$ cat src/rtl/wser_pkg.sv
package wser_pkg;
    localparam int WORD_W    = 32;
    localparam int BIT_IDX_W = $clog2(WORD_W);
    localparam int RANGE_W   = 8;
    localparam int THR_W     = 5;
    localparam int ADDR_W    = 2;
    localparam int CFG_W     = 13;
    localparam logic [RANGE_W-1:0] RANGE_RST = RANGE_W'(32);
    localparam logic [THR_W-1:0]   THR_RST   = THR_W'(8);

    typedef enum logic [ADDR_W-1:0] {
        REG_CTRL  = 2'd0,
        REG_RANGE = 2'd1,
        REG_THR   = 2'd2
    } reg_addr_e;

    typedef struct packed {
        logic rpt_last;
        logic invert;
        logic idle_lvl;
        logic enable;
    } ctrl_t;

    typedef struct packed {
        logic [THR_W-1:0]   urgent_thr;
        logic [THR_W-1:0]   req_thr;
        logic [RANGE_W-1:0] range;
        ctrl_t              ctrl;
    } cfg_t;

    // Bit for slot idx of word w; slots past the word carry the idle level.
    function automatic logic slot_bit(input logic [WORD_W-1:0] w,
                                      input logic [RANGE_W-1:0] idx,
                                      input logic idle);
        logic [WORD_W-1:0] sh;
        sh = w << idx[BIT_IDX_W-1:0];
        if (idx < RANGE_W'(WORD_W))
            return sh[WORD_W-1];
        return idle;
    endfunction
endpackage

$ cat src/rtl/wser_regs.sv
module wser_regs
    import wser_pkg::*;
(
    input  logic                clk,
    input  logic                rst,
    input  logic                cfg_we,
    input  logic [ADDR_W-1:0]   cfg_addr,
    input  logic [CFG_W-1:0]    cfg_wdata,
    output cfg_t                cfg,
    output logic                clr_pulse
);
    reg_addr_e sel;
    assign sel = reg_addr_e'(cfg_addr);

    assign clr_pulse = cfg_we && (sel == REG_CTRL) && cfg_wdata[1];

    always_ff @(posedge clk) begin
        if (rst) begin
            cfg.ctrl       <= '0;
            cfg.range      <= RANGE_RST;
            cfg.req_thr    <= THR_RST;
            cfg.urgent_thr <= THR_RST;
        end else if (cfg_we) begin
            case (sel)
                REG_CTRL: begin
                    cfg.ctrl.enable   <= cfg_wdata[0];
                    cfg.ctrl.idle_lvl <= cfg_wdata[2];
                    cfg.ctrl.invert   <= cfg_wdata[3];
                    cfg.ctrl.rpt_last <= cfg_wdata[4];
                end
                REG_RANGE: cfg.range <= cfg_wdata[RANGE_W-1:0];
                REG_THR: begin
                    cfg.req_thr    <= cfg_wdata[THR_W-1:0];
                    cfg.urgent_thr <= cfg_wdata[8 +: THR_W];
                end
                default: ;
            endcase
        end
    end

    a_r1_reset_defaults: assert property (@(posedge clk)
        rst |=> (cfg.range == RANGE_RST && cfg.req_thr == THR_RST &&
                 cfg.urgent_thr == THR_RST && !cfg.ctrl.enable));
endmodule

$ cat src/rtl/wser_fifo.sv
module wser_fifo
    import wser_pkg::*;
#(
    parameter int DEPTH = 16,
    localparam int PTR_W = (DEPTH > 1) ? $clog2(DEPTH) : 1,
    localparam int LVL_W = $clog2(DEPTH + 1)
) (
    input  logic              clk,
    input  logic              rst,
    input  logic              clr,
    input  logic              push,
    input  logic [WORD_W-1:0] push_data,
    input  logic              pop,
    output logic [WORD_W-1:0] rd_data,
    output logic [LVL_W-1:0]  level,
    output logic              empty,
    output logic              full,
    output logic              wr_err
);
    logic [WORD_W-1:0] mem [DEPTH];
    logic [PTR_W-1:0]  wr_ptr, rd_ptr;
    logic              do_push, do_pop;

    assign empty   = (level == '0);
    assign full    = (level == LVL_W'(DEPTH));
    assign do_push = push && !full && !clr;
    assign do_pop  = pop && !empty && !clr;
    assign rd_data = mem[rd_ptr];

    function automatic logic [PTR_W-1:0] bump(input logic [PTR_W-1:0] p);
        return (p == PTR_W'(DEPTH - 1)) ? '0 : p + PTR_W'(1);
    endfunction

    always_ff @(posedge clk) begin
        if (do_push) mem[wr_ptr] <= push_data;
    end

    always_ff @(posedge clk) begin
        if (rst || clr) begin
            wr_ptr <= '0;
            rd_ptr <= '0;
            level  <= '0;
            wr_err <= 1'b0;
        end else begin
            if (do_push) wr_ptr <= bump(wr_ptr);
            if (do_pop)  rd_ptr <= bump(rd_ptr);
            level <= level + LVL_W'(do_push) - LVL_W'(do_pop);
            if (push && full) wr_err <= 1'b1;
        end
    end

    a_r9_level_bound: assert property (@(posedge clk) disable iff (rst)
        level <= LVL_W'(DEPTH));
    a_r9_full_drop: assert property (@(posedge clk) disable iff (rst)
        (full && push && !pop && !clr) |=> (full && wr_err));
    a_r10_clear_empties: assert property (@(posedge clk) disable iff (rst)
        clr |=> (empty && !wr_err));
endmodule

$ cat src/rtl/wser_shifter.sv
module wser_shifter
    import wser_pkg::*;
(
    input  logic               clk,
    input  logic               rst,
    input  logic               en,
    input  logic               tick,
    input  logic [RANGE_W-1:0] range,
    input  logic               idle_lvl,
    input  logic               rpt_last,
    input  logic               fifo_empty,
    input  logic [WORD_W-1:0]  fifo_data,
    output logic               pop,
    output logic               ser_bit
);
    logic [WORD_W-1:0]  cur_word, last_word, src;
    logic [RANGE_W-1:0] idx, eff_range;
    logic               busy, have_last, load;

    assign eff_range = (range == '0) ? RANGE_W'(1) : range;

    always_comb begin
        pop  = 1'b0;
        load = 1'b0;
        src  = fifo_data;
        if (en && tick && !busy) begin
            if (!fifo_empty) begin
                pop  = 1'b1;
                load = 1'b1;
            end else if (rpt_last && have_last) begin
                load = 1'b1;
                src  = last_word;
            end
        end
    end

    always_ff @(posedge clk) begin
        if (rst) begin
            cur_word  <= '0;
            last_word <= '0;
            idx       <= '0;
            busy      <= 1'b0;
            have_last <= 1'b0;
            ser_bit   <= 1'b0;
        end else if (!en) begin
            busy    <= 1'b0;
            idx     <= '0;
            ser_bit <= idle_lvl;
        end else if (tick) begin
            if (busy) begin
                ser_bit <= slot_bit(cur_word, idx, idle_lvl);
                idx     <= idx + RANGE_W'(1);
                if (idx >= eff_range - RANGE_W'(1)) busy <= 1'b0;
            end else if (load) begin
                cur_word <= src;
                ser_bit  <= slot_bit(src, '0, idle_lvl);
                idx      <= RANGE_W'(1);
                busy     <= (eff_range != RANGE_W'(1));
                if (pop) begin
                    last_word <= src;
                    have_last <= 1'b1;
                end
            end else begin
                ser_bit <= idle_lvl;
            end
        end
    end

    a_r11_halt_on_disable: assert property (@(posedge clk) disable iff (rst)
        !en |=> !busy);
    a_r5_pop_needs_data: assert property (@(posedge clk) disable iff (rst)
        pop |-> !fifo_empty);
    a_r11_no_pop_disabled: assert property (@(posedge clk) disable iff (rst)
        !en |-> !pop);
endmodule

$ cat src/rtl/wser_levels.sv
module wser_levels
    import wser_pkg::*;
#(
    parameter int LVL_W = 5
) (
    input  logic              en,
    input  logic [LVL_W-1:0]  level,
    input  logic [THR_W-1:0]  req_thr,
    input  logic [THR_W-1:0]  urgent_thr,
    output logic              req,
    output logic              urgent
);
    assign req    = en && (int'(level) <= int'(req_thr));
    assign urgent = en && (int'(level) <= int'(urgent_thr));
endmodule

$ cat src/rtl/word_serializer.sv
module word_serializer
    import wser_pkg::*;
#(
    parameter int DEPTH = 16,
    localparam int LVL_W = $clog2(DEPTH + 1)
) (
    input  logic              clk,
    input  logic              rst,
    input  logic              cfg_we,
    input  logic [ADDR_W-1:0] cfg_addr,
    input  logic [CFG_W-1:0]  cfg_wdata,
    input  logic              push_valid,
    input  logic [WORD_W-1:0] push_data,
    input  logic              bit_tick,
    output logic              ser_pin,
    output logic              dma_req,
    output logic              dma_panic,
    output logic [LVL_W-1:0]  fifo_level,
    output logic              wr_err
);
    cfg_t              cfg;
    logic              clr_pulse, pop, empty, full, ser_bit;
    logic [WORD_W-1:0] head;

    wser_regs u_regs (
        .clk, .rst, .cfg_we, .cfg_addr, .cfg_wdata,
        .cfg(cfg), .clr_pulse(clr_pulse)
    );

    wser_fifo #(.DEPTH(DEPTH)) u_fifo (
        .clk, .rst, .clr(clr_pulse), .push(push_valid), .push_data,
        .pop(pop), .rd_data(head), .level(fifo_level),
        .empty(empty), .full(full), .wr_err(wr_err)
    );

    wser_shifter u_shift (
        .clk, .rst, .en(cfg.ctrl.enable), .tick(bit_tick),
        .range(cfg.range), .idle_lvl(cfg.ctrl.idle_lvl),
        .rpt_last(cfg.ctrl.rpt_last), .fifo_empty(empty),
        .fifo_data(head), .pop(pop), .ser_bit(ser_bit)
    );

    wser_levels #(.LVL_W(LVL_W)) u_lvl (
        .en(cfg.ctrl.enable), .level(fifo_level),
        .req_thr(cfg.req_thr), .urgent_thr(cfg.urgent_thr),
        .req(dma_req), .urgent(dma_panic)
    );

    assign ser_pin = (cfg.ctrl.enable ? ser_bit : cfg.ctrl.idle_lvl) ^ cfg.ctrl.invert;

    a_r8_quiet_when_off: assert property (@(posedge clk) disable iff (rst)
        !cfg.ctrl.enable |-> (!dma_req && !dma_panic));
    a_r8_urgent_implies_req: assert property (@(posedge clk) disable iff (rst)
        (cfg.urgent_thr <= cfg.req_thr && dma_panic) |-> dma_req);
    a_r9_full_level: assert property (@(posedge clk) disable iff (rst)
        full |-> (fifo_level == LVL_W'(DEPTH)));
endmodule

$ cat config.mk
export PLATFORM = sky130hd
export DESIGN_NAME = word_serializer
export DESIGN_NICKNAME = d
export VERILOG_FILES = /design/src/rtl/wser_pkg.sv /design/src/rtl/wser_regs.sv /design/src/rtl/wser_fifo.sv /design/src/rtl/wser_shifter.sv /design/src/rtl/wser_levels.sv /design/src/rtl/word_serializer.sv
export SDC_FILE = /design/constraint.sdc
export NUM_CORES = 1
export LEC_CHECK = 0
export BUFFER_PORTS_ARGS = -buffer_cell sky130_fd_sc_hd__buf_2
export CAP_MARGIN = 20
export CORE_ASPECT_RATIO = 0.7
export CORE_UTILIZATION = 45
export CTS_CLUSTER_DIAMETER = 150
export DETAILED_ROUTE_END_ITERATION = 10
export PLACE_DENSITY = 0.65
export SYNTH_ARGS = -nofsm -noshare
export SYNTH_HDL_FRONTEND = slang
export SYNTH_SLANG_ARGS = --single-unit
export TNS_END_PERCENT = 100
$ cat constraint.sdc
create_clock -name clk -period 4.3 [get_ports clk]
set_input_delay 0.86 -clock clk [delete_from_list [all_inputs] [get_ports clk]]
set_output_delay 0.86 -clock clk [all_outputs]
set_load 0.02 [all_outputs]
==> results of run 1 <==
synthesized netlist by cell type, types with 4 or more instances:
cell,n,area [sq um]
edfxtp_1,512,15400
mux4_2,136,3060
nor2_1,119,447
dfxtp_1,115,2300
a211oi_1,97,728
mux2i_1,60,601
a21oi_1,49,245
clkbuf_1,48,180
nand2_1,37,139
ha_1,32,400
o22ai_1,31,194
inv_1,22,82.6
buf_4,14,105
buf_2,12,60.1
o21ai_0,12,60.1
nor3_1,9,45.0
xor2_1,9,78.8
nand3_1,7,35.0
nand2b_1,6,37.5
nand3b_1,5,37.5
o21a_1,5,37.5
or3_1,5,31.3
xnor2_1,5,43.8
buf_1,4,15.0
buf_6,4,45.0
flip-flops by register name (all words and copies together), names as in the netlist, named ones only:
name,cells
u_fifo.level,5
u_regs.cfg,22
u_shift.last_word,32
u_fifo.rd_ptr,4
u_shift.idx,8
u_shift.cur_word,32
u_fifo.wr_ptr,4
u_fifo.mem,512
u_fifo.wr_err,1
u_shift.busy,1
u_shift.ser_bit,1
u_shift.have_last,1
area by class of cell:
type | count | area (sq um)
Clock buffer | 67 | 1460
Clock inverter | 36 | 225
Fill cell | 4412 | 26200
Inverter | 22 | 82.6
Multi-Input combinational cell | 663 | 6700
Sequential cell | 627 | 17700
Tap cell | 730 | 913
Timing Repair Buffer | 104 | 693
cell families after synthesis:
logic type / count (synthesis) / share of synthesized area
buf+inv: 104 / 0.0197
flops: 627 / 0.715
xor+xnor: 14 / 0.00496
simple gates: 208 / 0.0375
compound gates: 211 / 0.0566
fa+ha+maj: 33 / 0.0170
mux: 197 / 0.149
through the flow:
stage           util  hold slack (ps)  cells
3_3_place_gp   0.483              465   2146
5_1_grt        0.514              480   2249
3_5_place_dp   0.483              475   2146
2_1_floorplan      -              454   1394
4_1_cts        0.514              476   2249
6_report       0.514              489   2249
metal layers:
metal | GRT usage | wire [microns] | vias to the layer above
li1 | - | - | 5763
met3 | 0.0573 | 5400 | 48
met5 | 0 | 0 | -
met4 | 0.0358 | 641 | 0
met2 | 0.286 | 23700 | 507
met1 | 0.328 | 26800 | 6791
report_power, final:
| part | total (mW) | leakage [nW] | switching (mW) | internal [mW] |
|---|---|---|---|---|
| Clock | 4.69 | 0.802 | 2.19 | 2.49 |
| Sequential | 6.78 | 5.55 | 0.0744 | 6.71 |
| Combinational | 0.944 | 2.33 | 0.607 | 0.337 |
| Total | 12.4 | 8.68 | 2.88 | 9.54 |
worst reg2reg max path, delay by kind of cell, from the launching register on:
family / cells / cell delay (ps)
AO/OA/AOI/OAI: 6 / 1340
XOR/XNOR: 1 / 190
adder cells (fa/ha/maj): 2 / 570
flip-flops: 1 / 370
AND/OR/NAND/NOR: 2 / 770
final timing paths:
| path | endpoint | slack, ps |
|---|---|---|
| worst max-delay path | dma_panic | 960 |
| worst min-delay path | u_fifo.wr_err | 490 |
| worst max register to register | u_shift.busy | 1010 |
| worst min register to register | u_fifo.wr_err | 490 |
==> results.yml, run 1 <==
job:
  maxCapViolations: 0
status:
  status: "completed"
synth:
  yosysUniqueCellTypes: 51
  synth_seq_cells: 627
  synth_area_per_cell_sq_um: 17.7
  synth_edf_count: 512
  syn_area_sq_um: 24700
  synth_nets: 1479
  ys_seq_area_frac: 0.715
  ys_warn_count: 0
  syn_inst: 1394
  async_reset_ff_frac: 0
  synthFlopType: "edfxtp_1"
floorplanning:
  die_area_sq_um: 55900
  core_sq_um: 54000
  die_w_microns: 282
  ioPinCount: 61
  dieHeight_microns: 198
  start_util: 0.457
  rows: 71
sta:
  fmax_mhz: 299
  slew_headroom: 0.395
  rsz0062_at_grt: "no"
  setup_violations: 0
  clock-skew-final_ps: 26.3
  worst_pin_slew_ps: 908
  fin_crit_ps: 3340
  hold_violations: 0
  tns_ps: 0
  fin_ws_ps: 956
  post-route-period-util: 0.778
  slew_viol_final: 0
setup_path:
  crit_path_end_kind: "primary output"
  worstPathRequired_ps: 3440
  crit_slowest_cell: "dfxtp_1"
  critical_path_class: "reg -> out"
  path_cells: "ha_1 > nor2b_1 > o21a_1 > o21ai_0 > nand2b_1 > a21oi_1 > o21a_1 > buf_2"
  arrival_ps: 2480
  r2r_start: "u_regs.cfg[8]"
  crit_start: "u_fifo.level[1]"
  cp_num_cells: 8
  slowest_delay_ps: 560
  r2r_cells: 11
  cp_common_cell: "o21a_1"
  crit_buf_inv: 1
  startpoint_type: "flop"
  cp_top_family: "compound AO/OA/AOI/OAI gates"
  crit_fanout: 9
clock_network:
  cts_sinks: 627
  cts-root-buf: "clkbuf_16"
  h-tree-depth: 2
  ctsResizeCount: 0
  cts_tree: "yes"
  cts_setup_buffers: 0
  clk_path_buf_depth: 3
  clk_latency_ps: 600
  numCtsBuffers: 56
  cts.clk_slew.worst_paths_ps: 60
  hold_buffers: 0
hold_path:
  hold_path_startpoint: "u_fifo.wr_err"
  hold_class: "reg -> reg"
  whs_path_depth: 2
pwr:
  ir_worst_vdd_mv: 0.378
  powerDensity_nw_per_um2: 447
  finalPower_mw: 12.4
  p_leak_nw: 8.68
layout:
  final_cell_mix: "edfxtp_1 (512), mux4_2 (136), dfxtp_1 (111)"
  n_antenna_cell: 0
  area_growth_pct: 12.4
  drive_gt1_frac: 0.230
  design_area_sq_um: 27800
  nets: 1559
  layout_commonest_cell: "edfxtp_1"
place:
  place_congestion: 0.770
  dp_slack_ps: 827
  place_hpwl_microns: 35700
  port_buffers: 60
  dpl_cell_area_sq_um: 26100
drt:
  avgRoutedWirePerCell_microns: 25.2
  vias_per_cell: 5.83
  drtIter0Drc: 1451
  drt-pass1-iter-count: 5
  via_count: 13109
  finalWirelength_microns: 56600
  route.detailed.drc: 0
  ant_nets: 0
global_route:
  grt_pass1_vias: 12981
  grtUsageTotal: 0.207
  grt-ovfl-total: 0
  grt_pass1_wl_microns: 84400
  antenna_found_initial: 4
  grt_max_degree: 88
Power figures use the tool's default switching activity.
==> inputs of run 2 (changes only) <==
Settings changed: PLACE_DENSITY 0.65 to 0.63.
Clock period 4.3 ns to 3.45 ns, I/O delays scaled along.
==> results.yml, run 2 (same netlist as run 1, synthesis figures left out) <==
clock_network:
  cts.clk_slew.worst_paths_ps: 60
  ctsResizeCount: 0
  numCtsBuffers: 57
  clk_latency_ps: 630
  cts_sinks: 627
  cts_tree: "yes"
  clk_path_buf_depth: 3
  cts-root-buf: "clkbuf_16"
  cts_setup_buffers: 0
  h-tree-depth: 2
  hold_buffers: 0
layout:
  largest_register_ffs: 512
  final_cell_mix: "edfxtp_1 (512), mux4_2 (136), dfxtp_1 (111)"
  post-route-util: 0.520
  area_growth_pct: 13.6
  fillers: 4382
  final_cells: 2264
  nets: 1569
  largest_registers: "u_fifo.mem: 512 flops, u_shift.cur_word: 32 flops, u_shift.last_word: 32 flops"
  layout_commonest_cell: "edfxtp_1"
  regMostFlops: "u_fifo.mem"
  drive_gt1_frac: 0.241
global_route:
  grt_pass1_vias: 13019
  grt_max_degree: 65
  grt-ovfl-total: 0
  antenna_found_initial: 2
  grt_pass1_wl_microns: 83300
  grtUsageTotal: 0.203
setup_path:
  arrival_ps: 3680
  worstPathRequired_ps: 3990
  critical_path_class: "reg -> reg"
  cp_top_family: "simple AND/OR/NAND/NOR gates"
  crit_slowest_cell: "or4b_4"
  r2r_start: "u_fifo.level[2]"
  crit_buf_inv: 4
  reg2reg_slack_ps: 310
  crit_fanout: 5
  crit_path_end_kind: "flop"
  cp_common_cell: "inv_1"
  path_cells: "inv_1 > ha_1 > or4b_4 > nand2_1 > a21oi_1 > ha_1 > inv_1 > ha_1 > inv_1 > fa_1 > inv_1 > a21oi_1 > nor2_1 > or3_1 > a21oi_1"
  startpoint_type: "flop"
  slowest_delay_ps: 520
  crit_start: "u_fifo.level[2]"
pwr:
  p_clk_frac: 0.398
  ir_worst_vdd_mv: 0.418
  switchingPower_mw: 3.56
  finalPower_mw: 15.8
  power.internal_mw: 12.3
  powerDensity_nw_per_um2: 564
  p_sw_frac: 0.225
  p_seq_frac: 0.534
  p_comb_frac: 0.068
  p_leak_nw: 8.84
place:
  dp_cells: 2155
  place_hpwl_microns: 33600
  place_congestion: 0.829
  port_buffers: 60
drt:
  drtIter0Drc: 1253
  ant_nets: 0
  top_layer: "met5"
  drt-pass1-iter-count: 6
  wl_met2_microns: 24700
  via_count: 13049
  met3WireLength_microns: 3810
  route.detailed.drc: 0
  drt-met1-wl_microns: 26200
  avgRoutedWirePerCell_microns: 24.5
  vias_per_cell: 5.76
  finalWirelength_microns: 55500
sta:
  worst_pin_slew_ps: 1070
  slew_headroom: 0.285
  clock-skew-final_ps: 34.5
  fmax_mhz: 319
  fin_crit_ps: 3140
  post-route-period-util: 0.909
  setup_violations: 0
  tns_ps: 0
  rsz0062_at_grt: "no"
  hold_violations: 0
  timing.hold.ws_ps: 298
  slew_viol_final: 0
hold_path:
  hold_path_startpoint: "cfg_wdata[5]"
  hold_class: "in -> reg"
floorplanning:
  core_sq_um: 54000
  die_w_microns: 282
  start_util: 0.457
  dieHeight_microns: 198
  rows: 71
  ioPinCount: 61
  die_area_sq_um: 55900
status:
  status: "completed"
job:
  maxCapViolations: 0
run 2: cell count changes in the layout (fill, tap and decap cells not counted), moves of 2 or more:
| cell | change |
|---|---|
| buf_12 | +5 |
| buf_4 | +4 |
| bufinv_16 | +3 |
| clkbuf_8 | +6 |
| clkinv_1 | -5 |
| clkinv_2 | +3 |
| clkinv_8 | +2 |
| inv_6 | -2 |
run 2: per-stage QoR:
stage               cell area (sq um)  worst slack, ps
floorplan                       24700             68.4
global placement                26200              309
detailed placement              26200              245
CTS                             28100              308
global route                    28100             80.3
finish                          28100              312
run 2: worst paths after layout:
kind | cells after the start | to
worst min-delay path | 3 | u_regs.cfg[9]
worst max register to register | 15 | u_fifo.level[4]
worst min register to register | 2 | u_shift.cur_word[26]
worst max-delay path | 15 | u_fifo.level[4]
run 2: final cells by class:
cell class	count	area [sq um]	area share
clock inverters	36	325	0.0116
clock buffers	72	1540	0.0550
diodes	1	2.50	0.0000891
repair buffers	113	823	0.0293
well taps	730	913	0.0325
inverters	22	82.6	0.00294
multi-input cells	663	6700	0.239
flip-flops and latches	627	17700	0.630
run 2: worst min-delay path, stage by stage:
cell     delay [ps]
buf_2            90
mux2i_1          50
nand2_1          60
run 2: power by group through the flow:
stage	Combinational [mW]	Sequential, mW	Clock, mW
6_report	1.08	8.45	6.31
5_1_grt	1.18	8.46	6.69
4_1_cts	1.08	8.45	6.41
3_5_place_dp	1.08	8.62	0
3_3_place_gp	1.06	8.61	0
2_1_floorplan	0.652	8.61	0
run 2: per-layer routing:
| metal | up-vias | GRT usage |
|---|---|---|
| met1 | 6768 | 0.313 |
| met4 | 2 | 0.0465 |
| met5 | - | 0 |
| met2 | 412 | 0.298 |
| met3 | 71 | 0.0395 |
| li1 | 5796 | - |
